`src/rtl/cfg_gate_pkg.sv`:
```
package cfg_gate_pkg;

  typedef enum logic [1:0] {
    VAR_BASIC   = 2'd0,
    VAR_IDCODE  = 2'd1,
    VAR_PLUS    = 2'd2,
    VAR_INDEXED = 2'd3
  } variant_e;

  typedef enum logic [1:0] {
    GATE_LOCKED  = 2'd0,
    GATE_OPEN    = 2'd1,
    GATE_INDEXED = 2'd2
  } gate_e;

  localparam int         CFG_DW      = 8;
  localparam int         ID_REG      = 2;
  localparam logic [7:0] ID_MASK     = 8'h03;
  localparam logic [7:0] SWITCH_CODE = 8'h80;

  function automatic logic [CFG_DW-1:0] unlock_code(input variant_e v);
    case (v)
      VAR_PLUS:    unlock_code = 8'hE3;
      VAR_INDEXED: unlock_code = 8'hE4;
      default:     unlock_code = 8'hE2;
    endcase
  endfunction

endpackage

```
`src/rtl/cfg_gate_decode.sv`:
```
module cfg_gate_decode #(
  parameter int                ADDR_W   = 12,
  parameter int                DATA_W   = 8,
  parameter int                NUM_REGS = 7,
  parameter logic [ADDR_W-1:0] BASE     = 12'hF8D,
  parameter logic [ADDR_W-1:0] PW_ADDR  = 12'hF8F,
  parameter logic [ADDR_W-1:0] IDX_ADDR = 12'hE0E,
  parameter logic [ADDR_W-1:0] DAT_ADDR = 12'hE0F,
  localparam int               SEL_W    = (NUM_REGS > 1) ? $clog2(NUM_REGS) : 1
) (
  input  logic [ADDR_W-1:0] addr,
  input  logic [DATA_W-1:0] idx_q,
  output logic              in_win,
  output logic [SEL_W-1:0]  win_sel,
  output logic              at_pw,
  output logic              at_idx,
  output logic              at_dat,
  output logic              idx_ok,
  output logic [SEL_W-1:0]  idx_sel
);

  assign at_pw  = (addr == PW_ADDR);
  assign at_idx = (addr == IDX_ADDR);
  assign at_dat = (addr == DAT_ADDR);

  always_comb begin
    in_win  = 1'b0;
    win_sel = '0;
    idx_ok  = 1'b0;
    idx_sel = '0;
    for (int k = 0; k < NUM_REGS; k++) begin
      if (addr == ADDR_W'(int'(BASE) + k)) begin
        in_win  = 1'b1;
        win_sel = SEL_W'(k);
      end
      if (idx_q == DATA_W'(k + 1)) begin
        idx_ok  = 1'b1;
        idx_sel = SEL_W'(k);
      end
    end
  end

endmodule

```
`src/rtl/cfg_gate_fsm.sv`:
```
module cfg_gate_fsm
  import cfg_gate_pkg::*;
#(
  parameter variant_e VARIANT = VAR_INDEXED
) (
  input  logic clk,
  input  logic rst_n,
  input  logic unlock_hit,
  input  logic win_access,
  input  logic switch_req,
  output logic gate_open,
  output logic idx_mode
);

  localparam logic CAN_SWITCH = (VARIANT == VAR_INDEXED);

  gate_e state_q, state_d;
  logic  state_en;

  always_comb begin
    state_d = state_q;
    case (state_q)
      GATE_LOCKED:  if (unlock_hit) state_d = GATE_OPEN;
      GATE_OPEN:    if (win_access)
                      state_d = (CAN_SWITCH && switch_req) ? GATE_INDEXED : GATE_LOCKED;
      GATE_INDEXED: state_d = GATE_INDEXED;
      default:      state_d = GATE_LOCKED;
    endcase
  end

  assign state_en = (state_d != state_q);

  always_ff @(posedge clk or negedge rst_n) begin
    if (!rst_n)        state_q <= GATE_LOCKED;
    else if (state_en) state_q <= state_d;
  end

  assign gate_open = (state_q == GATE_OPEN);
  assign idx_mode  = (state_q == GATE_INDEXED);

  // an open gate serves one window access, then it is shut
  a_r3_single_access: assert property (@(posedge clk) disable iff (!rst_n)
    (gate_open && win_access) |=> !gate_open);

  // the gate never opens without an unlock write
  a_r4_open_needs_code: assert property (@(posedge clk) disable iff (!rst_n)
    (!gate_open && !unlock_hit) |=> !gate_open);

  // indexed mode is permanent
  a_r7_indexed_sticky: assert property (@(posedge clk) disable iff (!rst_n)
    idx_mode |=> idx_mode);

endmodule

```
`src/rtl/cfg_gate_regs.sv`:
```
module cfg_gate_regs
  import cfg_gate_pkg::*;
#(
  parameter variant_e VARIANT  = VAR_INDEXED,
  parameter int       NUM_REGS = 7,
  parameter int       DATA_W   = 8,
  localparam int      SEL_W    = (NUM_REGS > 1) ? $clog2(NUM_REGS) : 1
) (
  input  logic                       clk,
  input  logic                       rst_n,
  input  logic                       we,
  input  logic [SEL_W-1:0]           sel,
  input  logic [DATA_W-1:0]          wdata,
  output logic [NUM_REGS*DATA_W-1:0] rd_flat
);

  for (genvar g = 0; g < NUM_REGS; g++) begin : g_reg
    localparam logic [DATA_W-1:0] FIXED =
      (VARIANT == VAR_IDCODE && g == ID_REG) ? DATA_W'(ID_MASK) : '0;

    logic [DATA_W-1:0] q;
    logic              en;

    assign en = we && (sel == SEL_W'(g));

    always_ff @(posedge clk or negedge rst_n) begin
      if (!rst_n)  q <= '0;
      else if (en) q <= wdata & ~FIXED;
    end

    assign rd_flat[g*DATA_W +: DATA_W] = q | FIXED;
  end

endmodule

```
`src/rtl/cfg_gate_bank.sv`:
```
module cfg_gate_bank
  import cfg_gate_pkg::*;
#(
  parameter variant_e          VARIANT  = VAR_INDEXED,
  parameter int                ADDR_W   = 12,
  parameter int                NUM_REGS = 7,
  parameter logic [ADDR_W-1:0] BASE     = 12'hF8D,
  parameter logic [ADDR_W-1:0] PW_ADDR  = 12'hF8F,
  parameter logic [ADDR_W-1:0] IDX_ADDR = 12'hE0E,
  parameter logic [ADDR_W-1:0] DAT_ADDR = 12'hE0F
) (
  input  logic              clk,
  input  logic              rst_n,
  input  logic [ADDR_W-1:0] io_addr,
  input  logic [7:0]        io_wdata,
  input  logic              io_rd,
  input  logic              io_wr,
  output logic [7:0]        io_rdata,
  output logic              io_oe
);

  localparam int                DATA_W  = CFG_DW;
  localparam int                SEL_W   = (NUM_REGS > 1) ? $clog2(NUM_REGS) : 1;
  localparam logic [DATA_W-1:0] CODE    = unlock_code(VARIANT);
  localparam logic [DATA_W-1:0] FLOAT   = '1;
  localparam logic              IS_IDX  = (VARIANT == VAR_INDEXED);

  // reset: asserted at once, released on the clock
  logic [1:0] rst_pipe;
  logic       rst_core_n;

  always_ff @(posedge clk or negedge rst_n) begin
    if (!rst_n) rst_pipe <= '0;
    else        rst_pipe <= {rst_pipe[0], 1'b1};
  end
  assign rst_core_n = rst_pipe[1];

  logic                       in_win, at_pw, at_idx, at_dat, idx_ok;
  logic [SEL_W-1:0]           win_sel, idx_sel;
  logic [DATA_W-1:0]          idx_q;
  logic                       gate_open, idx_mode;
  logic                       unlock_hit, switch_req, win_access;
  logic                       win_we, dat_we, idx_we, reg_we, hit;
  logic [SEL_W-1:0]           reg_sel;
  logic [NUM_REGS*DATA_W-1:0] rd_flat;
  logic [DATA_W-1:0]          rdata_d;

  cfg_gate_decode #(
    .ADDR_W(ADDR_W), .DATA_W(DATA_W), .NUM_REGS(NUM_REGS), .BASE(BASE),
    .PW_ADDR(PW_ADDR), .IDX_ADDR(IDX_ADDR), .DAT_ADDR(DAT_ADDR)
  ) u_decode (
    .addr(io_addr), .idx_q(idx_q), .in_win(in_win), .win_sel(win_sel),
    .at_pw(at_pw), .at_idx(at_idx), .at_dat(at_dat),
    .idx_ok(idx_ok), .idx_sel(idx_sel)
  );

  assign unlock_hit = io_wr && at_pw && (io_wdata == CODE);
  assign switch_req = io_wr && at_pw && (io_wdata == DATA_W'(SWITCH_CODE));
  assign win_access = (io_rd || io_wr) && in_win;

  cfg_gate_fsm #(.VARIANT(VARIANT)) u_fsm (
    .clk(clk), .rst_n(rst_core_n), .unlock_hit(unlock_hit),
    .win_access(win_access), .switch_req(switch_req),
    .gate_open(gate_open), .idx_mode(idx_mode)
  );

  assign win_we  = io_wr && in_win && gate_open && !(IS_IDX && switch_req);
  assign dat_we  = io_wr && at_dat && idx_mode && idx_ok;
  assign idx_we  = io_wr && at_idx && idx_mode;
  assign reg_we  = win_we || dat_we;
  assign reg_sel = idx_mode ? idx_sel : win_sel;

  always_ff @(posedge clk or negedge rst_core_n) begin
    if (!rst_core_n)  idx_q <= '0;
    else if (idx_we)  idx_q <= io_wdata;
  end

  cfg_gate_regs #(
    .VARIANT(VARIANT), .NUM_REGS(NUM_REGS), .DATA_W(DATA_W)
  ) u_regs (
    .clk(clk), .rst_n(rst_core_n), .we(reg_we), .sel(reg_sel),
    .wdata(io_wdata), .rd_flat(rd_flat)
  );

  function automatic logic [DATA_W-1:0] pick(input logic [NUM_REGS*DATA_W-1:0] f,
                                             input logic [SEL_W-1:0] s);
    pick = '0;
    for (int k = 0; k < NUM_REGS; k++)
      if (s == SEL_W'(k)) pick = f[k*DATA_W +: DATA_W];
  endfunction

  assign hit   = in_win || (idx_mode && (at_idx || at_dat));
  assign io_oe = io_rd && hit;

  always_comb begin
    rdata_d = '0;
    if (io_oe) begin
      if (in_win)      rdata_d = gate_open ? pick(rd_flat, win_sel) : FLOAT;
      else if (at_idx) rdata_d = idx_q;
      else             rdata_d = idx_ok ? pick(rd_flat, idx_sel) : FLOAT;
    end
  end
  assign io_rdata = rdata_d;

  // the bus is driven only for reads
  a_r9_oe_only_on_read: assert property (@(posedge clk) disable iff (!rst_core_n)
    io_oe |-> io_rd);

  // a write with the gate shut changes no stored byte
  a_r2_locked_no_write: assert property (@(posedge clk) disable iff (!rst_core_n)
    (!gate_open && !idx_mode && io_wr) |=> $stable(rd_flat));

  // after the switch, the old window floats
  a_r7_window_dead: assert property (@(posedge clk) disable iff (!rst_core_n)
    (idx_mode && io_rd && in_win) |-> (io_rdata == FLOAT));

endmodule

```
`config.mk`:
```
export PLATFORM = sky130hd
export DESIGN_NAME = cfg_gate_bank
export DESIGN_NICKNAME = d
export VERILOG_FILES = /design/src/rtl/cfg_gate_pkg.sv /design/src/rtl/cfg_gate_decode.sv /design/src/rtl/cfg_gate_fsm.sv /design/src/rtl/cfg_gate_regs.sv /design/src/rtl/cfg_gate_bank.sv
export SDC_FILE = /design/constraint.sdc
export NUM_CORES = 1
export LEC_CHECK = 0
export BUFFER_PORTS_ARGS = -buffer_cell sky130_fd_sc_hd__buf_2
export CORE_MARGIN = 4
export CORE_UTILIZATION = 65
export CTS_CLUSTER_DIAMETER = 50
export DETAILED_ROUTE_END_ITERATION = 8
export GPL_ROUTABILITY_DRIVEN = 1
export HOLD_SLACK_MARGIN = 0.06
export PLACE_DENSITY = 0.95
export SLEW_MARGIN = 30
export SYNTH_ARGS = -nofsm -noshare
export SYNTH_HDL_FRONTEND = slang
export SYNTH_HIERARCHICAL = 1
export SYNTH_SLANG_ARGS = --single-unit
```
`constraint.sdc`:
```
create_clock -name clk -period 4.8 [get_ports clk]
set_clock_uncertainty 0.2 [all_clocks]
set_input_delay 0.48 -clock clk [delete_from_list [all_inputs] [get_ports clk]]
set_output_delay 0.48 -clock clk [all_outputs]
set_load 0.01 [all_outputs]
```
Word-level counts from Yosys, hierarchy flattened
Index checks and enable logic that the tools add are counted.
Widths: inputs -> output; s select.
{"block": "word_totals", "output_inout_bits": 9, "in_bits": 24, "wordCells": 129, "regBits": 68}
{"block": "op_classes", "muxes": 50, "n_eq_ne": 39, "n_reduce_logical": 30}
{"op": "$mux 8", "n": 19}
{"op": "$eq 12x12->1 const B", "n": 9}
{"op": "$eq 8x3->1 const B", "n": 4}
{"op": "$eq 3x3->1 const B", "n": 9}
{"op": "$logic_and 1x1->1", "n": 21}
{"op": "$mux 3", "n": 7}
{"op": "$eq 3x2->1 const B", "n": 6}
{"op": "$eq 8x2->1 const B", "n": 2}
{"op": "$eq 8x8->1 const B", "n": 2}
{"op": "$mux 1", "n": 16}
{"op": "$mux 2", "n": 7}
{"op": "$eq 3x1->1 const B", "n": 3}
{"op": "$logic_not 3->1", "n": 3}
{"op": "$eq 8x1->1 const B", "n": 1}
{"op": "$pmux 2 s3", "n": 1}
{"op": "$logic_or 1x1->1", "n": 4}
{"op": "$eq 2x1->1 const B", "n": 1}
{"op": "$eq 2x2->1 const B", "n": 1}
{"op": "$logic_not 2->1", "n": 1}
{"op": "$ne 2x2->1", "n": 1}
{"op": "$logic_not 1->1", "n": 1}

Depth between registers and ports, before layout
{"block": "logic_depth", "ltp_word": 19, "ltp_mapped": 11, "ltp_nobuf": 9}

Hierarchy
The synthesis kept the hierarchy.
{"mod": "cfg_gate_regs", "cells_each": 126, "area_per_inst_um2": 2147.1, "instances": 1, "seq_area_each_um2": 1401.3}
{"mod": "cfg_gate_bank", "cells_each": 221, "area_per_inst_um2": 1767.9, "instances": 1, "seq_area_each_um2": 250.2}
{"mod": "cfg_gate_decode", "cells_each": 32, "area_per_inst_um2": 188.9, "instances": 1, "seq_area_each_um2": 0.0}
{"mod": "cfg_gate_fsm", "cells_each": 8, "area_per_inst_um2": 92.6, "instances": 1, "seq_area_each_um2": 50.0}

Worst setup path after synthesis
Ideal clock, no wire load.
{"block": "synth_path", "kind": "in2reg", "startpoint": "input port io_addr[5]", "endpoint": "register u_regs.g_reg[4].q[0]", "required_ns": 4.475, "setup_slack_ns": 1.669, "arrival_time_ns": 2.806, "setup_time_ns": 0.125, "path_buffers": 4, "path_stages": 10, "path_cell_list": "and4bb_2 > nand4_4 > nor3_2 > clkbuf_1 > clkbuf_1 > mux2_2 > buf_2 > nor4bb_1 > buf_2 > mux2_2"}
{"block": "synth_between", "word_cells_on_any_way": 34, "cone_classes": "9 x eq/ne; 14 x mux; 11 x reduce/logical"}
{"item": "start: declaration", "line_no": "cfg_gate_bank.sv:14", "text": "input logic [ADDR_W-1:0] io_addr,"}
{"item": "$eq 12x12->1", "line_no": "cfg_gate_decode.sv:32", "text": "if (addr == ADDR_W'(int'(BASE) + k)) begin"}
{"item": "$mux 3 (2 in series)", "line_no": "cfg_gate_decode.sv:32"}
{"item": "$mux 3 *", "line_no": "cfg_gate_decode.sv:32"}
{"item": "via win_sel[2]", "line_no": "cfg_gate_bank.sv:39", "text": "logic [SEL_W-1:0] win_sel, idx_sel;"}
{"item": "$mux 3 *", "line_no": "cfg_gate_bank.sv:71", "text": "assign reg_sel = idx_mode ? idx_sel : win_sel;"}
{"item": "via reg_sel[2]", "line_no": "cfg_gate_bank.sv:44", "text": "logic [SEL_W-1:0] reg_sel;"}
{"item": "$eq 3x3->1 *", "line_no": "cfg_gate_regs.sv:24", "text": "assign en = we && (sel == SEL_W'(g));"}
{"item": "$logic_and 1x1->1 *", "line_no": "cfg_gate_regs.sv:24"}
{"item": "end signal: assignment", "line_no": "cfg_gate_regs.sv:28", "text": "else if (en) q <= wdata & ~FIXED;"}
{"item": "end: declaration", "line_no": "cfg_gate_regs.sv:21", "text": "logic [DATA_W-1:0] q;"}
Mark *: on every way through the listed nets, which the timed path passes. The rest lies on a longest branch.
A chain may end at the register's enable or synchronous reset.

Final worst setup path
{"block": "layout_path", "startpoint": "input port io_addr[5]", "endpoint": "output port io_rdata[0]"}
{"block": "layout_between", "word_cells_on_any_way": 44, "cone_classes": "15 x eq/ne; 24 x mux; 5 x reduce/logical"}
{"item": "$eq 12x12->1", "line_no": "cfg_gate_decode.sv:32"}
{"item": "$mux 3 (2 in series)", "line_no": "cfg_gate_decode.sv:32"}
{"item": "$mux 3 *", "line_no": "cfg_gate_decode.sv:32"}
{"item": "via win_sel[2]", "line_no": "cfg_gate_bank.sv:39"}
{"item": "$logic_not 3->1", "line_no": "cfg_gate_bank.sv:89", "text": "if (s == SEL_W'(k)) pick = f[k*DATA_W +: DATA_W];"}
{"item": "$mux 8 (6 in series)", "line_no": "cfg_gate_bank.sv:89"}
{"item": "$mux 8 *", "line_no": "cfg_gate_bank.sv:89"}
{"item": "$mux 8 * (2 in series)", "line_no": "cfg_gate_bank.sv:98", "text": "if (in_win) rdata_d = gate_open ? pick(rd_flat, win_sel) : FLOAT;"}
{"item": "$mux 8 *", "line_no": "cfg_gate_bank.sv:97", "text": "if (io_oe) begin"}
{"item": "end: declaration", "line_no": "cfg_gate_bank.sv:18", "text": "output logic [7:0] io_rdata,"}
Marked as above.

==> results list <==
- Routed via count divided by cell count: 6.88
- The congestion estimate from routability-driven global placement came to 0.923.
* Number of nets in the final layout: 438
- The repair_antennas step left the layout with diodes totalling 0.
- Setup violations remaining at the end of the flow were counted as 0.
* Cts bufs inserted: 9
* Global routing usage on met2: 46.0%
* Number of vias after detailed routing: 3414
* Critical Path Source Type: input pin
- The H-tree was split into 3 levels.
- Register area: 1700 µm²
* Starting density of the core: 66.5%
- For this run, the number of standard cells in the final layout without fillers is 496.
- Die Footprint: 7810 µm²
- Resized cells post-CTS: 0
- TritonCTS built the clock tree.
* Growth of design area from synthesis to finish: 10.2%
- Net count after synthesis: 411
- The worst setup path is captured at a primary output.
* Maximum number of pins on one net before global-route repair: 67
- From left edge to right edge, the die measures 88.4 µm.
* Leakage power figure: 1.99 nW
* FFs w/ async S/R, synth: 100%
- The most used flip-flop cell after synthesis is sky130_fd_sc_hd__dfrtp_1.
- Synth Instances: 387
* Post-detailed-placement half-perimeter wirelength: 7280 µm
* Worst IR drop on VDD: 0.000215 V
* Final instance area: 4630 µm²
* Pwr/cell area: 233 nW/µm²
- Global routing consumed, on the met1 layer, 36.1% of the routing resources.
* Worst hold path class: flip-flop to flip-flop
- Including well taps, the total number of placed cells is 479.
- The synthesized design contains 0 enable-type register cells.
- Leading cell type in the layout, fill and taps excluded: sky130_fd_sc_hd__dfrtp_1
* Mean instance size in the synthesized netlist: 10.8 µm²
- Die height: 88.4 µm
* Number of search-and-repair iterations in the first detailed-routing pass: 5
* Clock tree root driver cell: sky130_fd_sc_hd__clkbuf_8
- Once the clock tree was built, the setup fixing pass inserted 0 buffers.
- Via count of the first global-routing pass: 3420
- Longest Clk Path Bufs: 2
- Counting I/O delays and the setup requirement, the final critical path takes 3.88 ns.
- The worst setup path is of the input pin to primary output kind.
* Antenna violations before repair: 0
* Number of warning messages in the yosys log: 6
- Library cells used by synthesis: 52
- Setup repair after global routing left no endpoint under its margin.
* Antenna viol nets, final: 0
- Sequential elements use 40.5% of the synthesized area.
* Cell area after placement: 4420 µm²
- Share of the clock period used by the worst path after layout: 80.9%
- Area of the multi-input gates: 2360 µm²
- The core region is 6310 µm².
- Clock-pin slew was measured on the worst setup and hold paths at 0.07 ns.
- The synthesized netlist occupies a cell area of 4200 µm².
* Final hold slack: 0.156 ns
- Worst slew slack as a fraction of its limit: 30.7%
- Global routing finished with a remaining overflow of 0.
* Post-CTS Hold Buffers: 1
* Most frequent cells in the layout: 67 x sky130_fd_sc_hd__dfrtp_1, 66 x sky130_fd_sc_hd__mux2_2, 32 x sky130_fd_sc_hd__buf_2, 31 x sky130_fd_sc_hd__mux2i_1, 31 x sky130_fd_sc_hd__o21ai_0
- Of all nets on the critical path, the largest fanout is 19.
- The count of endpoints failing hold in the final timing report came to 0.
* Share of cells above drive strength 1: 33.9%
- Register bit count reported by yosys: 68
- Worst EP required: 4.12 ns
- FILL cells: 443
* M3 GR Usage: 10.5%
- Total Routing Usage GR: 29.6%
- The first global-routing pass estimated 17000 µm of wire.
* Drc violations: 0
* Final worst setup slack: 0.915 ns
- Total negative slack: 0 ns
- Final Core Density: 73.3%
- Placement row count: 29
- Max-cap violation count: 0
- Global-route layer with the greatest usage: met2
- Worst Setup Slack post-DPL: 0.810 ns
- For the pin with the worst max-slew slack, the measured transition is 1.02 ns.
- Total chip power: 1.08 mW
* Max Clock Freq: 257 MHz
- Wirelength, routed: 10700 µm
- DR iter-0 viols: 246
* TritonCTS sink count: 68
* Source-to-sink clock delay at the later pin of the worst-skew pair: 0.35 ns
* WL/cell: 21.6 µm
* # port buffers: 32
- The number of pins exceeding their max-slew limit in the final report came to 0.
- Critical path arrival: 3.20 ns
- 33 I/O pins were placed.
* Outcome: finished, final reports clean
[cell usage after synthesis, types with 2 or more instances]
cell type,instances,area [µm²]
sky130_fd_sc_hd__a211oi_1,10,75.1
sky130_fd_sc_hd__a21boi_0,3,22.5
sky130_fd_sc_hd__a21o_1,6,45.0
sky130_fd_sc_hd__a21oi_1,4,20.0
sky130_fd_sc_hd__a221oi_1,3,26.3
sky130_fd_sc_hd__a31oi_1,11,68.8
sky130_fd_sc_hd__a32oi_1,7,61.3
sky130_fd_sc_hd__and3b_1,2,17.5
sky130_fd_sc_hd__buf_2,11,55.1
sky130_fd_sc_hd__buf_4,4,30.0
sky130_fd_sc_hd__clkbuf_1,10,37.5
sky130_fd_sc_hd__dfrtp_1,68,1700
sky130_fd_sc_hd__inv_1,7,26.3
sky130_fd_sc_hd__mux2_2,66,743
sky130_fd_sc_hd__mux2i_1,31,310
sky130_fd_sc_hd__mux4_2,2,45.0
sky130_fd_sc_hd__nand2_1,18,67.6
sky130_fd_sc_hd__nand2b_1,13,81.3
sky130_fd_sc_hd__nand3_1,6,30.0
sky130_fd_sc_hd__nand4b_1,3,26.3
sky130_fd_sc_hd__nor2_1,17,63.8
sky130_fd_sc_hd__nor2b_1,4,25.0
sky130_fd_sc_hd__nor3_1,6,30.0
sky130_fd_sc_hd__nor3b_1,12,90.1
sky130_fd_sc_hd__nor4bb_1,4,40.0
sky130_fd_sc_hd__o21a_1,3,22.5
sky130_fd_sc_hd__o21ai_0,31,155
[routing by layer]
metal,vias to the layer above,routed length (µm)
met5,-,0
met4,0,522
met3,55,1030
met2,216,4930
met1,1645,4210
li1,1498,-
[path summary, 6_finish.rpt]
check                      cells past startpoint                   end              from  slack [ns]
max                                           11           io_rdata[0]        io_addr[5]        0.92
min                                            0           rst_pipe[1]       rst_pipe[0]        0.16
max reg2reg                                    6  u_regs/g_reg[4].q[7]  u_fsm/state_q[0]        1.59
min reg2reg                                    0           rst_pipe[1]       rst_pipe[0]        0.16
max in group asynchronous                      1  u_regs/g_reg[0].q[0]       rst_pipe[1]        3.63
min in group asynchronous                      1              idx_q[0]       rst_pipe[1]        0.24
[final cells by class]
| type | count | area share (%) |
|---|---|---|
| multi-input combinational | 284 | 50.9 |
| sequential | 68 | 36.8 |
| timing repair buffer | 44 | 5.46 |
| clock buffer | 10 | 2.76 |
| tap | 77 | 2.08 |
| clock inverter | 6 | 1.38 |
| inverter | 7 | 0.568 |
[kinds of logic after synthesis]
family                    count (synthesis)  synth area share [%]
AOI/OAI and AO/OA                        85                  13.8
xor gates and xnor gates                  1                 0.209
muxes                                    99                  26.2
buffers and inverters                    35                  4.02
and+or+nand+nor                          98                  15.1
other                                     1                0.0894
DFF                                      68                  40.5
[flip-flops by register name (all words and copies together), names as in the netlist]
name and cells:
u_regs/g.q 56, idx_q 8, rst_pipe 2, u_fsm/state_q 2
[critical path, cell delays in order]
cell                       delay (ns)
sky130_fd_sc_hd__buf_2           0.10
sky130_fd_sc_hd__and4bb_2        0.33
sky130_fd_sc_hd__nand4_4         0.15
sky130_fd_sc_hd__nor3_4          0.77
sky130_fd_sc_hd__buf_4           0.29
sky130_fd_sc_hd__buf_4           0.17
sky130_fd_sc_hd__mux2i_1         0.08
sky130_fd_sc_hd__a211oi_1        0.25
sky130_fd_sc_hd__o21ai_0         0.15
sky130_fd_sc_hd__a211oi_1        0.27
sky130_fd_sc_hd__buf_2           0.17
[power by group]
group / internal (mW) / total, mW / switching (mW)
combinational: 0.0114 / 0.0413 / 0.0300
sequential: 0.574 / 0.574 / 0.000190
clock: 0.240 / 0.462 / 0.223
(Power assumes the default switching activity.)
